--- src/rtl/simd_media_pkg.sv ---
package simd_media_pkg;

    typedef enum logic [2:0] {
        OP_UMAX8   = 3'd0,
        OP_UMIN8   = 3'd1,
        OP_SMAX16  = 3'd2,
        OP_SMIN16  = 3'd3,
        OP_MULHI16 = 3'd4,
        OP_SAD8    = 3'd5,
        OP_MSBMASK = 3'd6,
        OP_WSHUF   = 3'd7
    } smu_op_e;

    localparam int SMU_DATA_W = 64;

endpackage

--- src/rtl/smu_byte_unit.sv ---
module smu_byte_unit #(
    parameter int NB    = 8,
    parameter int SUM_W = 11
) (
    input  logic [NB*8-1:0] a,
    input  logic [NB*8-1:0] b,
    output logic [NB*8-1:0] umax,
    output logic [NB*8-1:0] umin,
    output logic [SUM_W-1:0] sad,
    output logic [NB-1:0]   msb
);

    logic [7:0] diff [NB];

    for (genvar i = 0; i < NB; i++) begin : g_lane
        logic [7:0] x;
        logic [7:0] y;
        logic       a_gt;
        assign x    = a[8*i +: 8];
        assign y    = b[8*i +: 8];
        assign a_gt = x > y;
        assign umax[8*i +: 8] = a_gt ? x : y;
        assign umin[8*i +: 8] = a_gt ? y : x;
        assign diff[i]        = a_gt ? (x - y) : (y - x);
        assign msb[i]         = x[7];
    end

    always_comb begin
        sad = '0;
        for (int i = 0; i < NB; i++) begin
            sad = sad + SUM_W'(diff[i]);
        end
    end

endmodule

--- src/rtl/smu_word_unit.sv ---
module smu_word_unit #(
    parameter int NW    = 4,
    parameter int SEL_W = 2
) (
    input  logic [NW*16-1:0]    a,
    input  logic [NW*16-1:0]    b,
    input  logic [NW*SEL_W-1:0] imm,
    output logic [NW*16-1:0]    smax,
    output logic [NW*16-1:0]    smin,
    output logic [NW*16-1:0]    mulhi,
    output logic [NW*16-1:0]    shuf
);

    logic [15:0] a_word [NW];

    for (genvar k = 0; k < NW; k++) begin : g_lane
        logic [15:0] x;
        logic [15:0] y;
        logic        a_gt;
        logic [31:0] prod;
        assign x         = a[16*k +: 16];
        assign y         = b[16*k +: 16];
        assign a_word[k] = x;
        assign a_gt      = $signed(x) > $signed(y);
        assign smax[16*k +: 16]  = a_gt ? x : y;
        assign smin[16*k +: 16]  = a_gt ? y : x;
        assign prod              = {16'b0, x} * {16'b0, y};
        assign mulhi[16*k +: 16] = prod[31:16];
    end

    for (genvar k = 0; k < NW; k++) begin : g_shuf
        logic [SEL_W-1:0] sel;
        assign sel              = imm[SEL_W*k +: SEL_W];
        assign shuf[16*k +: 16] = a_word[sel];
    end

endmodule

--- src/rtl/simd_media_unit.sv ---
module simd_media_unit
    import simd_media_pkg::*;
#(
    parameter int DATA_W = SMU_DATA_W
) (
    input  logic                                 clk,
    input  logic                                 rst,
    input  logic                                 in_valid,
    input  logic [2:0]                           op,
    input  logic [DATA_W-1:0]                    src_a,
    input  logic [DATA_W-1:0]                    src_b,
    input  logic [(DATA_W/16)*$clog2(DATA_W/16)-1:0] imm,
    output logic                                 out_valid,
    output logic [DATA_W-1:0]                    result
);

    localparam int NB    = DATA_W / 8;
    localparam int NW    = DATA_W / 16;
    localparam int SEL_W = $clog2(NW);
    localparam int SUM_W = $clog2(NB * 255 + 1);

    typedef struct packed {
        logic              valid;
        logic [DATA_W-1:0] data;
    } smu_state_t;

    smu_state_t st_d, st_q;

    logic [DATA_W-1:0] b_max, b_min, w_max, w_min, w_mul, w_shuf;
    logic [SUM_W-1:0]  sad_sum;
    logic [NB-1:0]     msb_mask;

    smu_byte_unit #(.NB(NB), .SUM_W(SUM_W)) u_byte (
        .a    (src_a),
        .b    (src_b),
        .umax (b_max),
        .umin (b_min),
        .sad  (sad_sum),
        .msb  (msb_mask)
    );

    smu_word_unit #(.NW(NW), .SEL_W(SEL_W)) u_word (
        .a     (src_a),
        .b     (src_b),
        .imm   (imm),
        .smax  (w_max),
        .smin  (w_min),
        .mulhi (w_mul),
        .shuf  (w_shuf)
    );

    always_comb begin
        st_d       = st_q;
        st_d.valid = in_valid;
        if (in_valid) begin
            st_d.data = '0;
            case (smu_op_e'(op))
                OP_UMAX8:   st_d.data = b_max;
                OP_UMIN8:   st_d.data = b_min;
                OP_SMAX16:  st_d.data = w_max;
                OP_SMIN16:  st_d.data = w_min;
                OP_MULHI16: st_d.data = w_mul;
                OP_SAD8:    st_d.data[SUM_W-1:0] = sad_sum;
                OP_MSBMASK: st_d.data[NB-1:0]    = msb_mask;
                OP_WSHUF:   st_d.data = w_shuf;
                default:    st_d.data = '0;
            endcase
        end
    end

    always_ff @(posedge clk) begin
        if (rst) begin
            st_q <= '0;
        end else begin
            st_q <= st_d;
        end
    end

    assign out_valid = st_q.valid;
    assign result    = st_q.data;


    reset_clear_chk: assert property (@(posedge clk) disable iff (rst)
        $past(rst) |-> (!out_valid && result == '0));


    valid_follow_chk: assert property (@(posedge clk) disable iff (rst)
        in_valid |=> out_valid);


    idle_hold_chk: assert property (@(posedge clk) disable iff (rst)
        (!in_valid && !$past(rst)) |=> (!out_valid && $stable(result)));


    sad_upper_zero_chk: assert property (@(posedge clk) disable iff (rst)
        (in_valid && op == 3'd5) |=> (result[DATA_W-1:16] == '0));


    mask_upper_zero_chk: assert property (@(posedge clk) disable iff (rst)
        (in_valid && op == 3'd6) |=> (result[DATA_W-1:NB] == '0));

endmodule

--- config.mk ---
export PLATFORM = sky130hd
export DESIGN_NAME = simd_media_unit
export DESIGN_NICKNAME = d
export VERILOG_FILES = /design/src/rtl/simd_media_pkg.sv /design/src/rtl/smu_byte_unit.sv /design/src/rtl/smu_word_unit.sv /design/src/rtl/simd_media_unit.sv
export SDC_FILE = /design/constraint.sdc
export NUM_CORES = 2
export LEC_CHECK = 0
export ABC_AREA = 1
export ABC_CLOCK_PERIOD_IN_PS = 8000
export BUFFER_PORTS_ARGS = -buffer_cell sky130_fd_sc_hd__buf_2
export CORE_ASPECT_RATIO = 0.7
export CORE_UTILIZATION = 45
export DETAILED_ROUTE_END_ITERATION = 8
export PLACE_DENSITY = 0.63
export SLEW_MARGIN = 20
export SYNTH_ARGS = -nofsm -noshare
export SYNTH_HDL_FRONTEND = slang
export SYNTH_SLANG_ARGS = --single-unit
--- constraint.sdc ---
create_clock -name clk -period 8 [get_ports clk]
set_input_delay 0.8 -clock clk [delete_from_list [all_inputs] [get_ports clk]]
set_output_delay 0.8 -clock clk [all_outputs]
set_load 0.02 [all_outputs]
# ---- Word-level counts from Yosys, hierarchy flattened
# Cells that the tools add are included.
dict set report word_totals {
  register_bits 65
  inputBits 142
  output_inout_bits 65
  elab_cells 104
}
dict set report classes {
  addsub 23
  mul 4
  order_cmp 16
  eq_ne 7
  mux 47
  bitwise 4
  n_reduce_logical 1
}
# op n
set ops {}
lappend ops {{$pmux 53 s6} 1}
lappend ops {{$mux 16} 16}
lappend ops {{$mux 8} 24}
lappend ops {{$bmux 16 s2} 4}
lappend ops {{$mul 16x16->32} 4}
lappend ops {{$sub 8x8->8} 16}
lappend ops {{$add 11x8->11} 6}
lappend ops {{$gt 16x16->1} 4}
lappend ops {{$gt 8x8->1} 8}
lappend ops {{$pmux 8 s8} 1}
lappend ops {{$pmux 3 s7} 1}
lappend ops {{$eq 3x3->1 const B} 4}
lappend ops {{$ge 3x3->1 const B} 4}
lappend ops {{$not 2->3} 4}
lappend ops {{$add 8x8->9} 1}
lappend ops {{$eq 3x2->1 const B} 2}
lappend ops {{$eq 3x1->1 const B} 1}
lappend ops {{$logic_not 3->1} 1}

# ---- Longest topological paths before layout
dict set report logic_depth {
  depth_word 10
  ltp_mapped 43
  mapped_depth_nobuf 41
}

# ---- By module
# Synthesis repeated with hierarchy kept, for this count alone.
dict set report unflattened {
  hier_cells 8963
  area_unflattened_um2 57537.7
}
# mod instances cells_per_inst area_each_um2 seq_area_each_um2
set modules_own_cells {}
lappend modules_own_cells {smu_word_unit 1 6119 41726.3 0.0}
lappend modules_own_cells {smu_byte_unit 1 1668 9656.8 0.0}
lappend modules_own_cells {simd_media_unit 1 1176 6154.7 1301.2}

# ---- Worst setup path before layout
# Ideal clock, no wire load.
dict set report synth_timing {
  path_type {input to register}
  startpoint {in src_a[0]}
  endpoint {reg st_q, in the netlist result[10]}
  setup_time_ns 0.132
  arrival_time_ns 6.967
  required_ns 7.868
  slack_ns 0.900
  path_stages 41
  n_path_buf 2
  path_cell_list {clkbuf_1 inv_1 ha_1 inv_1 fa_1 nand3_1 nand3_1 nand2_1 nand2_1 nand2_1 clkbuf_1 nand2_1 o21ai_0 xor2_1 inv_1 ha_1 a21oi_1 nand2_1 [5 not listed] xor2_1 fa_1 fa_1 inv_1 fa_1 fa_1 ha_1 inv_1 o21bai_1 nand3_1 nand4_1 or2_2 nand3_1 nand2_1 nor2_1 nand2_1 nand2_1 a21oi_1}
}
dict set report synth_between {
  elab_chain_len 10
  word_cells_on_any_way 16
  cone_classes {9 x add/sub; 1 x mul; 2 x order compare; 4 x mux}
}
# element line_no
set synth_lines {}
lappend synth_lines {{start: declaration} simd_media_unit.sv:10} ;# input logic [DATA_W-1:0] src_a,
lappend synth_lines {{$sub 8x8->8 / $gt 8x8->1 (equally long branches)} {smu_byte_unit.sv:24, smu_byte_unit.sv:21}}
lappend synth_lines {{$mux 8} smu_byte_unit.sv:24} ;# assign diff[i] = a_gt ? (x - y) : (y - x);
lappend synth_lines {{$add 8x8->9} smu_byte_unit.sv:31} ;# sad = sad + SUM_W'(diff[i]);
lappend synth_lines {{$add 11x8->11 (6 in a row)} smu_byte_unit.sv:31}
lappend synth_lines {{$pmux 3 s7 *} simd_media_unit.sv:57} ;# case (smu_op_e'(op))
lappend synth_lines {{end signal: assignment} simd_media_unit.sv:75} ;# st_q <= st_d;
lappend synth_lines {{end: declaration} simd_media_unit.sv:27} ;# smu_state_t st_d, st_q;
# Every way passes the cells marked *; elsewhere a longest branch is shown, timed or not.
# A chain may end at the register's enable or synchronous reset.

# ---- Final worst setup path
# Same ends and word-level chain as after synthesis.

==> summary.txt <==
STA
  • Final period util: 0.904
  • Final worst slack: 0.771 ns
  • Setup TNS: 0 ns
  • Final Setup Violations: 0
  • Slew @ Worst Pin: 1.06 ns
  • Slew HR: 0.295
  • Max-slew violation count: 0
  • Final Critical Period: 7.23 ns
  • Setup Skew: 0 ns
  • Peak Freq: 138 MHz
  • Hold Violations, Final: 0
  • RSZ-0062 raised after global routing: false

Clock tree
  • Hold buffers post-CTS: 0
  • Post-cts resize count: 0
  • Clk slew on worst S/H paths: 0.10 ns
  • CTS root buffer: clkbuf_16
  • Post-CTS Setup Repair Bufs: 0
  • CTS Buf Count: 9
  • Skew-Pair Late Insertion Delay: 0.42 ns
  • Clock Sinks: 65
  • H-tree levels: 3
  • CTS Buffer Depth: 2
  • CTS tree: done

Min path
  • Hold path start: result[29]
  • Min-delay worst type: reg2reg
  • Hold path depth: 2
  • Hold endpoint: result[29]

Synthesis
  • Post-synth top area cell: fa_1
  • Post-synth EDFFs: 0
  • Async SR Flop Fraction: 0
  • Post-synthesis sequential area ratio: 0.0249
  • Mapped Cells: 7813
  • Top-count cell post-synth: nand2_1
  • Main area contributors after synthesis: fa_1 32%, nand2_1 15%, ha_1 15%
  • Total number of yosys warnings: 0
  • Most frequent cells after synthesis: 2074 x nand2_1, 1800 x inv_1, 827 x fa_1
  • Post-Synthesis Cell Area: 52300 um2
  • Synth unique cells: 53
  • Post-synth top area share: 0.317
  • Yosys reg bits: 65
  • Ys flop type: dfxtp_1
  • Post-Syn Nets: 9393
  • Avg Cell Area, Syn: 6.69 um2

Cells and area
  • Count of non-filler cells in the finished layout: 9321
  • Layout area overhead: 5.42%
  • Fin util: 0.479
  • # nets final: 9356
  • Share of cells above drive strength 1: 0.0537

Run
  • Max cap viols: 0

Worst setup path
  • Worst reg-to-reg setup slack: 7.18 ns
  • Critical Path End Type: flip-flop
  • Reg2reg end: result[10]
  • WP data arrival: 7.53 ns
  • WS Path Type: in2reg
  • Critical path required time: 8.30 ns
  • Slowest stage delay, CP: 0.49 ns
  • Path depth of the worst reg2reg path: 2
  • R2r startpoint: result[10]
  • CP max stage cell: fa_1
  • Startpoint types: input port
  • Crit-path max FO: 19

Power and ir drop
  • Cell Int Power: 0.00917 W
  • Sw frac: 0.635
  • Max VDD drop: 0.717 mV
  • Psw: 0.0160 W
  • Gate power share: 0.960
  • Clk network pwr share: 0.021
  • Seq pwr share: 0.019
  • Leak: 31.3 nW
  • Pwr Density: 456 nW/um2

GRT
  • Remaining Overflow, GRT: 0
  • Vias in the first global route: 49400
  • Largest net degree at the start of global routing: 65
  • GRT Total Usage: 0.311
  • First-pass GRT wire length: 286000 um
  • Initial antenna violation count: 10

Drt
  • # DRC: 0
  • Routed wire length: 181000 um
  • Via count: 49900
  • 1st-iter DRT viols: 4900
  • Routed wire length per instance: 19.4 um
  • Detailed Routing Iterations Pass 1: 7
  • Routed Antenna Nets: 0
  • Via-to-Cell Ratio: 5.35

Place
  • Pre-CTS WS: 0.427 ns
  • Post-DP HPWL: 148000 um
  • PortBufs: 206
  • Post-Place Cells: 9302
  • RD Place Congestion: 0.982

Die
  • Top Ports: 207
  • Die Y: 287 um
  • Die width: 409 um
  • Die ar.: 118000 um2
  • FP Rows: 104
  • Core Box Area: 115000 um2
  • Starting Density: 0.454

Run status
  • Status: finished, final reports clean
==> worst max-delay path, delay by kind of cell <==
family	cells	cell delay, ns
AOI/OAI and AO/OA	3	0.49
xor gates and xnor gates	2	0.48
buffers and inverters	9	1.11
adders and majority gates	8	3.04
and+or+nand+nor	15	1.61
==> flip-flops by register name, indices dropped and copies added, names as in the netlist <==
| register | cells |
|---|---|
| result | 64 |
| out_valid | 1 |
==> placed cells by master, fill, tap and decap left out, types with 5 or more instances in the layout <==
master	netlist	routed
a211oi_1	11	11
a21o_1	17	17
a21oi_1	476	476
a31oi_1	11	11
buf_2	49	206
buf_4	10	156
clkbuf_16	0	9
clkinv_1	23	22
dfxtp_1	65	65
fa_1	827	827
ha_1	611	611
inv_1	1800	1800
inv_2	6	7
mux2i_1	15	15
nand2_1	2074	2073
nand2_2	4	5
nand3_1	480	480
nand3b_1	14	14
nand4_1	70	70
nor2_1	316	313
nor3_1	40	38
o211ai_1	36	36
o21ai_0	357	357
o21ai_1	17	17
o21bai_1	14	14
o22ai_1	5	5
or2_2	8	8
xnor2_1	28	28
xor2_1	39	39
==> per-stage QoR <==
step                      area [um2]  hold slack [ns]  power (W)
after global placement         54700            0.453     0.0242
after floorplan                52300            0.545     0.0181
final                          55100            0.463     0.0251
after detailed placement       54700            0.453     0.0243
after CTS                      55100            0.464     0.0250
after global routing           55100            0.486     0.0288
==> how the worst max path moves through the flow <==
stage | startpoint | to | cells past startpoint
floorplan | src_a[0] | result[10] | 41
global placement | src_a[0] | result[10] | 38
detailed placement | src_a[0] | result[10] | 38
CTS | src_a[0] | result[10] | 37
global route | src_a[0] | result[10] | 38
finish | src_a[0] | result[10] | 37
==> power groups by stage <==
stage	sequential, W	combinational [W]	clock (W)
global placement	0.000477	0.0238	0
CTS	0.000469	0.0240	0.000541
global route	0.000476	0.0277	0.000548
detailed placement	0.000476	0.0238	0
floorplan	0.000528	0.0175	0
finish	0.000471	0.0241	0.000526
==> area by class of cell <==
class	count	area, um2
clock inverters	5	85.1
inverters	1829	6870
well taps	1537	1920
fillers	12000	59900
multi-input cells	5509	42400
repair buffers	362	2200
diodes	3	7.51
clock buffers	11	253
flip-flops and latches	65	1300
==> routing by layer <==
layer	wire [um]	vias up	GRT usage
met5	101	-	0
met4	3660	12	0.0622
met3	16000	193	0.0579
met2	76400	1933	0.471
met1	84400	24300	0.461
li1	-	23500	-
==> cell families after synthesis <==
group,Yosys count,share of synthesized area
and+or+nand+nor,3031,0.238
buffers and inverters,2239,0.163
adders and majority gates,1438,0.463
AOI/OAI and AO/OA,958,0.0968
xor gates and xnor gates,67,0.0112
DFF,65,0.0249
muxes,15,0.00287
Note: power is estimated with default switching activity, not from simulation.
